===== src/rtl/sof_trk_pkg.sv =====
package sof_trk_pkg;

    localparam int FRAME_W = 11;
    localparam int UF_W    = 3;
    localparam int UF_MAX  = 7;

    typedef logic [FRAME_W-1:0] frame_t;
    typedef logic [UF_W-1:0]    uframe_t;

    typedef enum logic {
        SPD_FULL = 1'b0,
        SPD_HIGH = 1'b1
    } speed_e;

    typedef struct packed {
        logic   valid;
        frame_t num;
    } sof_ev_t;

    function automatic frame_t frame_succ(frame_t f);
        return f + frame_t'(1);
    endfunction

    function automatic uframe_t uf_step(uframe_t u);
        return (u == uframe_t'(UF_MAX)) ? u : u + uframe_t'(1);
    endfunction

endpackage


===== src/rtl/sof_frame_ctr.sv =====
module sof_frame_ctr
    import sof_trk_pkg::*;
(
    input  logic    clk,
    input  logic    rst,
    input  speed_e  speed,
    input  sof_ev_t ev,
    input  logic    clr_err,
    output frame_t  frame_o,
    output uframe_t uf_o,
    output logic    seq_err_o
);

    frame_t  frame_q;
    uframe_t uf_q;
    logic    seen_q;
    logic    err_q;

    logic    same_num;
    logic    succ_num;
    logic    bad_num;
    uframe_t uf_nxt;

    always_comb begin
        same_num = (ev.num == frame_q);
        succ_num = (ev.num == frame_succ(frame_q));
        if (!seen_q)
            bad_num = 1'b0;
        else if (speed == SPD_FULL)
            bad_num = !succ_num;
        else
            bad_num = !same_num && !succ_num;
        if (speed == SPD_HIGH && seen_q && same_num)
            uf_nxt = uf_step(uf_q);
        else
            uf_nxt = '0;
    end

    always_ff @(posedge clk) begin
        if (rst) begin
            frame_q <= '0;
            uf_q    <= '0;
            seen_q  <= 1'b0;
            err_q   <= 1'b0;
        end else begin
            if (ev.valid) begin
                frame_q <= ev.num;
                uf_q    <= uf_nxt;
                seen_q  <= 1'b1;
            end
            if (ev.valid && bad_num)
                err_q <= 1'b1;
            else if (clr_err)
                err_q <= 1'b0;
        end
    end

    assign frame_o   = frame_q;
    assign uf_o      = uf_q;
    assign seq_err_o = err_q;


    frame_capture_chk: assert property (@(posedge clk) disable iff (rst)
        ev.valid |=> frame_o == $past(ev.num));

    frame_hold_chk: assert property (@(posedge clk) disable iff (rst)
        !ev.valid |=> $stable(frame_o) && $stable(uf_o));

    fs_uframe_zero_chk: assert property (@(posedge clk) disable iff (rst)
        ev.valid && speed == SPD_FULL |=> uf_o == '0);

    new_frame_uf_chk: assert property (@(posedge clk) disable iff (rst)
        ev.valid && ev.num != frame_o |=> uf_o == '0);

    first_sof_clean_chk: assert property (@(posedge clk) disable iff (rst)
        ev.valid && !seen_q && !err_q && !clr_err |=> !seq_err_o);

endmodule


===== src/rtl/sof_timeout.sv =====
module sof_timeout
    import sof_trk_pkg::*;
#(
    parameter int FS_LIMIT = 60600,
    parameter int HS_LIMIT = 8100
) (
    input  logic   clk,
    input  logic   rst,
    input  speed_e speed,
    input  logic   sof,
    input  logic   clr_miss,
    output logic   miss_o
);

    localparam int MAX_LIMIT = (FS_LIMIT > HS_LIMIT) ? FS_LIMIT : HS_LIMIT;
    localparam int CNT_W     = $clog2(MAX_LIMIT + 1);

    logic [CNT_W-1:0] cnt_q;
    logic [CNT_W-1:0] limit;
    logic             armed_q;
    logic             miss_q;
    logic             expire;

    always_comb begin
        limit  = (speed == SPD_HIGH) ? CNT_W'(HS_LIMIT) : CNT_W'(FS_LIMIT);
        expire = armed_q && !sof && (cnt_q == limit - CNT_W'(1));
    end

    always_ff @(posedge clk) begin
        if (rst) begin
            cnt_q   <= '0;
            armed_q <= 1'b0;
            miss_q  <= 1'b0;
        end else begin
            if (sof) begin
                cnt_q   <= '0;
                armed_q <= 1'b1;
            end else if (expire) begin
                cnt_q <= '0;
            end else if (armed_q) begin
                cnt_q <= cnt_q + CNT_W'(1);
            end
            if (expire)
                miss_q <= 1'b1;
            else if (clr_miss)
                miss_q <= 1'b0;
        end
    end

    assign miss_o = miss_q;


    cnt_bound_chk: assert property (@(posedge clk) disable iff (rst)
        cnt_q < limit);

    unarmed_quiet_chk: assert property (@(posedge clk) disable iff (rst)
        !armed_q |-> !miss_o);

    miss_sticky_chk: assert property (@(posedge clk) disable iff (rst)
        miss_o && !clr_miss |=> miss_o);

    miss_clear_chk: assert property (@(posedge clk) disable iff (rst)
        clr_miss && !expire |=> !miss_o);

endmodule


===== src/rtl/sof_tracker.sv =====
module sof_tracker
    import sof_trk_pkg::*;
#(
    parameter int FS_PERIOD_CYC = 60000,
    parameter int HS_PERIOD_CYC = 7500,
    parameter int MARGIN_CYC    = 600
) (
    input  logic                clk,
    input  logic                rst,
    input  logic                hs_mode_i,
    input  logic                sof_valid_i,
    input  logic [FRAME_W-1:0]  sof_frame_i,
    input  logic [1:0]          flag_clr_i,
    output logic [FRAME_W-1:0]  frame_num_o,
    output logic [UF_W-1:0]     uframe_o,
    output logic                sof_irq_o,
    output logic                miss_flag_o,
    output logic                seq_err_o
);

    localparam int FS_LIMIT = FS_PERIOD_CYC + MARGIN_CYC;
    localparam int HS_LIMIT = HS_PERIOD_CYC + MARGIN_CYC;

    speed_e  speed;
    sof_ev_t ev;
    logic    irq_q;

    assign speed    = speed_e'(hs_mode_i);
    assign ev.valid = sof_valid_i;
    assign ev.num   = sof_frame_i;

    sof_frame_ctr u_ctr (
        .clk       (clk),
        .rst       (rst),
        .speed     (speed),
        .ev        (ev),
        .clr_err   (flag_clr_i[1]),
        .frame_o   (frame_num_o),
        .uf_o      (uframe_o),
        .seq_err_o (seq_err_o)
    );

    sof_timeout #(
        .FS_LIMIT (FS_LIMIT),
        .HS_LIMIT (HS_LIMIT)
    ) u_tmo (
        .clk      (clk),
        .rst      (rst),
        .speed    (speed),
        .sof      (sof_valid_i),
        .clr_miss (flag_clr_i[0]),
        .miss_o   (miss_flag_o)
    );

    always_ff @(posedge clk) begin
        if (rst)
            irq_q <= 1'b0;
        else
            irq_q <= sof_valid_i;
    end

    assign sof_irq_o = irq_q;


    irq_on_sof_chk: assert property (@(posedge clk) disable iff (rst)
        sof_valid_i |=> sof_irq_o);

    irq_quiet_chk: assert property (@(posedge clk) disable iff (rst)
        !sof_valid_i |=> !sof_irq_o);

endmodule


===== config.mk =====
export PLATFORM = sky130hd
export DESIGN_NAME = sof_tracker
export DESIGN_NICKNAME = d
export VERILOG_FILES = /design/src/rtl/sof_trk_pkg.sv /design/src/rtl/sof_frame_ctr.sv /design/src/rtl/sof_timeout.sv /design/src/rtl/sof_tracker.sv
export SDC_FILE = /design/constraint.sdc
export NUM_CORES = 1
export LEC_CHECK = 0
export BUFFER_PORTS_ARGS = -buffer_cell sky130_fd_sc_hd__buf_2
export CORE_MARGIN = 2
export CORE_UTILIZATION = 30
export CTS_CLUSTER_SIZE = 30
export DETAILED_ROUTE_END_ITERATION = 12
export PLACE_DENSITY = 0.49
export SLEW_MARGIN = 15
export SYNTH_ARGS = -nofsm -noshare
export SYNTH_HDL_FRONTEND = slang
export SYNTH_HIERARCHICAL = 1
export SYNTH_SLANG_ARGS = --single-unit
export TNS_END_PERCENT = 50

===== constraint.sdc =====
create_clock -name clk -period 5.2 [get_ports clk]
set_clock_uncertainty 0.05 [all_clocks]
set_input_delay 0 -clock clk [delete_from_list [all_inputs] [get_ports clk]]
set_output_delay 0 -clock clk [all_outputs]
set_load 0.03 [all_outputs]

======== After elaboration in Yosys (flattened, before gate mapping) ========
Cells that the tools add are included.
word-level totals
  register bits ........................... 34
  input bits .............................. 17
  logic and storage cells ................. 38
cells by class
  $add $sub $neg .......................... 4
  equality and inequality tests ........... 5
  muxes and demuxes ....................... 9
  reduce and logical (&&, ||, !) cells .... 13
operators with widths
  cell                   number
  $eq 11x11->1           2
  $add 16x1->16 const B  1
  $eq 16x16->1           1
  $mux 16                1
  $sub 16x1->16 const B  1
  $add 11x1->11 const B  1
  $logic_and 1x1->1      6
  $mux 1                 6
  $mux 3                 2
  $reduce_bool 2->1      2
  $add 3x1->3 const B    1
  $eq 3x3->1 const B     1
  $logic_not 1->1        3
  $reduce_or 3->1        1
  $ne 2x2->1 const B     1
  $reduce_and 2->1       1

======== Longest topological paths before layout ========
Gate-level depths: netlist of the first run.
  word-level depth ........................ 8
  mapped depth ............................ 7
  gate-level depth less buffers ........... 7

======== Modules after synthesis ========
Netlist of the first run, hierarchy kept.
modules (own cells, without submodules)
  module         instances  cells each  area an instance (um^2)
  sof_frame_ctr  1          106         987.2
  sof_timeout    1          98          890.9
  sof_tracker    1          2           33.8

======== Least setup slack after synthesis of the first run ========
OpenSTA, ideal clock, no wires.
  path type ............................... register -> register
  start ................................... register u_ctr.frame_q[1], in the netlist u_ctr/frame_o[1]
  end ..................................... register u_ctr.err_q, in the netlist u_ctr/seq_err_o
  arrival ................................. 1.684 ns
  setup slack ............................. 3.348 ns
  stages on the path, launching flop included .. 8
  path buffers ............................ 0
  period minus slack after synthesis ...... 1.852 ns
  cell sequence ........................... dfxtp_1 -> ha_1 -> nand3_1 -> nor2_1 -> a31o_2 -> and4_1 -> nand4_1 -> nor3b_2
on the way
  longest elaborated chain between the ends .. 8
  elaborated cells between the ends (all ways) .. 11
  classes of those cells .................. 1 x add/sub; 2 x eq/ne; 3 x mux; 5 x reduce/logical
RTL lines
  item                                         line                                      source
  start: declaration                           sof_frame_ctr.sv:14                       frame_t frame_q;
  start signal: assignment                     sof_frame_ctr.sv:47                       frame_q <= ev.num;
  $add 11x1->11                                sof_trk_pkg.sv:21                         return f + frame_t'(1);
  $eq 11x11->1                                 sof_frame_ctr.sv:26                       succ_num = (ev.num == frame_succ(frame_q));
  $logic_not 1->1                              sof_frame_ctr.sv:30, sof_frame_ctr.sv:32
  $logic_and 1x1->1                            sof_frame_ctr.sv:32                       bad_num = !same_num && !succ_num;
  $mux 1 (*)                                   sof_frame_ctr.sv:29                       else if (speed == SPD_FULL)
  $mux 1 (*)                                   sof_frame_ctr.sv:27                       if (!seen_q)
  $logic_and 1x1->1 (*)                        sof_frame_ctr.sv:51                       if (ev.valid && bad_num)
  $mux 1 or $reduce_bool 2->1 (tied branches)  --
  end signal: assignment                       sof_frame_ctr.sv:44                       err_q <= 1'b0;
  end signal: assignment                       sof_frame_ctr.sv:52                       err_q <= 1'b1;
  end signal: assignment                       sof_frame_ctr.sv:54                       err_q <= 1'b0;
  end: declaration                             sof_frame_ctr.sv:17                       logic err_q;
Mark *: on every way between the ends. The rest lies on a longest branch, timed or not.
A chain may end at the register's enable or synchronous reset.

======== Worst setup path in the final report of the first run ========
  start ................................... register u_tmo.cnt_q[0]
  end ..................................... register u_tmo.cnt_q[2]
on the way
  longest elaborated chain between the ends .. 3
  elaborated cells between the ends (all ways) .. 4
  classes of those cells .................. 1 x add/sub; 1 x eq/ne; 2 x reduce/logical
RTL lines
  item                                                                   line               source
  start: declaration                                                     sof_timeout.sv:18  logic [CNT_W-1:0] cnt_q;
  start signal: assignment                                               sof_timeout.sv:41  cnt_q <= cnt_q + CNT_W'(1);
  parallel branches: the longest is 3 deep, another holds $add 16x1->16  --
Parallel ways; which one is timed is not known.

==> results of run 1 <==
## stage by stage
stage / instance area, sq um / utilization, %
after floorplan: 1912 / -
after global placement: 2112 / 33.84
after detailed placement: 2112 / 33.84
after CTS: 2355 / 37.73
after global routing: 2355 / 37.73
final: 2355 / 37.73
## cells in the final DEF (no fill, tap or decap), types with 2 or more instances in the layout
cell,instances
nor3b_2,2
nand3_1,6
nand4b_1,3
a22o_1,2
o22ai_1,2
o221ai_1,2
xor2_1,6
inv_1,5
nor4_1,5
nand3b_1,2
dlygate4sd3_1,11
ha_1,4
nand4_1,11
bufinv_16,2
dfxtp_1,35
xnor2_1,23
buf_2,33
xnor2_2,3
nor2_1,38
and3_1,2
nor3_1,4
clkbuf_8,5
mux2i_1,12
o21ai_0,2
nand2_1,11
## power by group through the flow
stage | Combinational, mW | Clock, mW | Sequential, mW
floorplan | 0.0450 | 0 | 0.300
CTS | 0.0816 | 0.302 | 0.286
detailed placement | 0.0751 | 0 | 0.293
global route | 0.0881 | 0.315 | 0.288
global placement | 0.0744 | 0 | 0.293
finish | 0.0804 | 0.293 | 0.286
## sequential cells by signal, summed over array words and instances, names as in the netlist
name / flops
sof_irq_o: 1
u_ctr/seq_err_o: 1
u_ctr/frame_o: 11
u_tmo/armed_q: 1
u_tmo/miss_o: 1
u_ctr/seen_q: 1
u_ctr/uf_o: 3
u_tmo/cnt_q: 16
## worst max-delay path, cell delays in order (launching register included)
cell and delay, ps:
dfxtp_1 440, ha_1 240, nand2_1 100, a21o_1 210, o41ai_4 780, nor2_1 120
## worst paths after layout
path / slack, ps / from / cells past startpoint / to
setup / recovery: 3130 / u_tmo/cnt_q[0] / 5 / u_tmo/cnt_q[2]
hold / removal: 40 / flag_clr_i[0] / 4 / u_tmo/miss_o
setup reg to reg: 3130 / u_tmo/cnt_q[0] / 5 / u_tmo/cnt_q[2]
hold reg to reg: 440 / u_ctr/seen_q / 2 / u_ctr/seen_q
## layout make-up
type	count	area, sq um	share of cell area [%]
inverter	5	18.77	0.7970
sequential	35	700.7	29.76
multi-input combinational	158	1131	48.03
tap	77	96.34	4.091
clock buffer	6	72.57	3.082
timing repair buffer	44	275.3	11.69
clock inverter	2	60.06	2.550
## logic make-up after synthesis
logic type               count (synthesis)
flip-flops                              35
multiplexers                            13
buffers and inverters                   13
XOR/XNOR                                32
adder cells (fa/ha/maj)                  4
AO/OA/AOI/OAI                           16
AND/OR/NAND/NOR                         93
## routing by layer
layer / up-vias / GRT usage [%] / part of all wire, %
li1: 808 / - / -
met1: 716 / 15.52 / 48
met2: 32 / 21.02 / 48
met3: 2 / 3.363 / 3.8
met4: 0 / 3.959 / 0.65
met5: - / 0 / 0
==> results.toml, run 1 <==
[final_layout]
n_fill_cell = 666
final_cells = 327
drive_gt1_share_pct = 21.60
diodes = 0
fin_nets = 270
area_growth_pct = 23.17

[worst_hold_path]
hp-class = "input port to register"

[floorplan]
core_area_sq_um = 6241
start_util_pct = 30.63
die_area_sq_um = 7027
die_h_um = 83.83
rows = 29
io_pins = 34
die_width_um = 83.83

[setup_path]
crit_arrival_ps = 2160
critPathMaxFanout = 16
crit_required_ps = 5290
end_kind = "register"
startpoint_type = "register"
critPathKind = "register to register"

[run_status]
outcome = "finished, final reports clean"

[cts]
clk_latency_ps = 280
postCtsSetupBuffers = 0
tritoncts = "built"
cts.clk_slew.worst_paths_ps = 80
clockRootBuffer = "clkbuf_8"
h-tree-depth = 2
hold_buffers = 11
cts_sinks = 35
numCtsBuffers = 5
cts_buffer_depth = 2
cts_resized = 0

[timing]
finalHoldViolCount = 0
max_slew.worst_pin.slew_ps = 865.3
fmax_ghz = 0.4842
fin_crit_ps = 2065
relSlewSlack_pct = 42.11
rsz0062_at_grt = "no"
finalCritPeriodShare_pct = 39.71
tns_ps = 0
maxSlewViolCount = 0
holdWs_ps = 44.09
fin_ws_ps = 3135
setup_viol = 0

[power_and_ir_drop]
p_per_area_nw_per_um2 = 280.2
power_frac_comb_pct = 12.2
p_leak_nw = 0.8996
ir_drop_v = 0.0001277
p_sw_mw = 0.1560
seqPwrFrac_pct = 43.4
p_int_mw = 0.5039
switching_share_pct = 23.64
p_clk_share_pct = 44.4
total_power_mw = 0.6599

[detailed_routing]
routed_wl_mm = 4.160
drc = 0
route.vias.total = 1558
firstDrtPassIters = 6
drt_iter0_drc = 67
via_per_inst = 4.765
wl_per_cell_um = 12.72
ant_nets = 0

[yosys]
ys_seq_area_share_pct = 36.65
yosysMostFrequentCell = "nor2_1"
synth-simple-area-share_pct = 26.18
synth_compound_gate_area_share_pct = 7.657
syn_nets = 227
async_reset_ff_share_pct = 0
synthFlopType = "dfxtp_1"
synth_xor_area_share_pct = 15.84
synth_common_cells = "38 x nor2_1, 35 x dfxtp_1, 23 x xnor2_1, 12 x mux2i_1"
synthMuxAreaShare_pct = 6.872
synth_adder_area_share_pct = 2.618
syn-instance-count = 206
synth_edf_count = 0
synth.area.top_cells = "dfxtp_1 37%, xnor2_1 11%, nor2_1 7.5%"
ys_warn_count = 6
synth_seq_cells = 35
syn-cell-area_sq_um = 1912
synth_top_area_share_pct = 36.65
synth_largest_area_cell = "dfxtp_1"
synth_cell_type_count = 42
synth_top_family_by_area = "simple AND/OR/NAND/NOR gates"
synth_area_per_cell_sq_um = 9.281

[global_routing]
grt_pass1_wl_mm = 7.031
grtUsageTotal_pct = 12.49
grt_pass1_vias = 1486
grt_overflow = 0
grt_max_degree = 20
antenna_found_initial = 0

[placed_design]
post-place-ws_ps = 3114
hpwl_mm = 3.003
port_buffers = 33
place_congestion = 0.7591
placed_cells = 308

[job]
drv_cap = 0
No activity file was read; power rests on OpenSTA's default activity.
==> run 2: changes to the inputs <==
- PLACE_DENSITY: 0.49 -> 0.51
- clock period: 5.2 -> 1.7 ns (I/O delays scaled with it)
==> run 2 against run 1 <==
Effect of this change: the run now ends with setup timing left; power rose to 2.9 times the previous value; critical path depth rose by 3; combinational power grew to 4.1 times the previous value; sequential power grew to 3.1 times the previous value; die area is the same; global-route usage grew 1.5 points; routed wire length increased by 8.1%; register-to-register slack got worse by 3200 ps; count of clock-buffer cells in the layout shrank 1; cell count up 5.8%; via count increased by 6.5%.
==> results.toml, run 2 (synthesized netlist as in run 1, its figures left out) <==
[run_status]
outcome = "finished, violations left"
violations = "setup timing"

[power_and_ir_drop]
p_per_area_nw_per_um2 = 736.8
ir_drop_v = 0.0006035
p_leak_nw = 1.061

[global_routing]
grtUsageTotal_pct = 13.98
grt_max_degree = 19
grt_pass1_vias = 1689
grt_pass1_wl_mm = 7.941
antenna_found_initial = 0
grt_overflow = 0

[timing]
rsz0062_at_grt = "yes"
fin_ws_ps = -32.90
tns_ps = -55.52
fmax_ghz = 0.5771
finalCritPeriodShare_pct = 101.9
finalHoldViolCount = 0
fin_crit_ps = 1733
setup_viol = 3
holdWs_ps = 61.83
max_slew.worst_pin.slew_ps = 334.3
relSlewSlack_pct = 77.62
maxSlewViolCount = 0

[setup_path]
r2r_cells = 6
startpoint_type = "input port"
crit_arrival_ps = 1920
crit_required_ps = 1890
critPathKind = "input port to register"
critPathMaxFanout = 3
end_kind = "register"

[floorplan]
io_pins = 34
die_width_um = 83.83
start_util_pct = 30.63
core_area_sq_um = 6241
rows = 29
die_area_sq_um = 7027
die_h_um = 83.83

[detailed_routing]
dr_wl_met3_um = 165
wl_per_cell_um = 13.00
routed-wl-met2_mm = 2.331
route.vias.total = 1660
ant_nets = 0
top_layer = "met4"
drt_iter0_drc = 53
firstDrtPassIters = 4
routed_wl_mm = 4.498
wl_met1_mm = 1.963
via_per_inst = 4.798
drc = 0

[placed_design]
post-place-ws_ps = -39.88
hpwl_mm = 3.254
place_congestion = 0.7741
place_area_sq_um = 2243
port_buffers = 33

[final_layout]
mostFrequentLayoutCells = "37 x nor2_1, 30 x buf_2, 25 x dfxtp_1"
fin_nets = 290
final_common_cell = "nor2_1"
drive_gt1_share_pct = 35.32
largest_reg_flops = 16
top_register = "u_tmo/cnt_q"
design_area_sq_um = 2638
area_growth_pct = 37.96
diodes = 0

[job]
drv_cap = 0

[cts]
clockRootBuffer = "clkbuf_8"
cts_buffer_depth = 2
h-tree-depth = 2
clk_latency_ps = 290
cts_sinks = 35
numCtsBuffers = 5
tritoncts = "built"
cts.clk_slew.worst_paths_ps = 70

[worst_hold_path]
hold_depth = 4
hp-class = "input port to register"
==> run 2: changes by cell type in the layout (fill, tap and decap cells not counted), moves of 2 or more <==
cell            delta
dfxtp_2            +6
xnor2_1            -8
buf_4             +21
dfxtp_1           -10
dlymetal6s4s_1     +2
dfxtp_4            +4
buf_2              -3
xnor2_2            +7
==> run 2: metal layers <==
layer	global-route usage (%)	vias up
li1	-	847
met1	16.95	779
met2	24.58	30
met3	3.363	4
met4	3.959	0
met5	0	-
==> run 2: layout make-up <==
type,count,area [sq um]
Fill cell,632,3603
Clock buffer,5,68.82
Tap cell,77,96.34
Inverter,5,18.77
Timing Repair Buffer,64,442.9
Multi-Input combinational cell,158,1250
Sequential cell,35,723.2
Clock inverter,2,37.54
==> run 2: through the flow <==
stage | util, % | std cells | total power [mW]
after floorplan | - | 206 | 1.059
after global placement | 35.95 | 324 | 1.155
after detailed placement | 35.95 | 324 | 1.156
after CTS | 41.14 | 346 | 1.948
after global routing | 42.26 | 346 | 2.036
final | 42.26 | 346 | 1.943
==> run 2: worst paths after layout <==
kind / from / to / slack (ps)
hold / removal: flag_clr_i[0] / u_tmo/miss_o / 60
setup reg to reg: u_ctr/frame_o[10] / u_ctr/uf_o[0] / -30
hold reg to reg: u_ctr/seen_q / u_ctr/seen_q / 450
setup / recovery: sof_frame_i[10] / u_ctr/uf_o[0] / -30
==> run 2: worst max-delay path: stages <==
cell           delay, ps
dlygate4sd3_1        530
buf_2                140
xnor2_2              150
nand4_1              160
nor4_4               330
nand3b_1             170
nor3b_2              250
mux2_4               180
==> run 2: timing repair <==
action	4_1_cts	5_1_grt
resized for setup	11	13
cloned	0	0
hold endpoints to repair	12	0
buffers inserted	2	3
hold buffers	13	0
pin swaps	8	11
endpoints found under the setup margin	3	8
==> run 2: power breakdown <==
| group | leakage, nW | total (mW) | switching [mW] | internal, mW |
|---|---|---|---|---|
| Combinational | 0.721 | 0.333 | 0.164 | 0.170 |
| Sequential | 0.290 | 0.873 | 0.0307 | 0.842 |
| Clock | 0.0502 | 0.737 | 0.309 | 0.429 |
| Total | 1.06 | 1.94 | 0.503 | 1.44 |
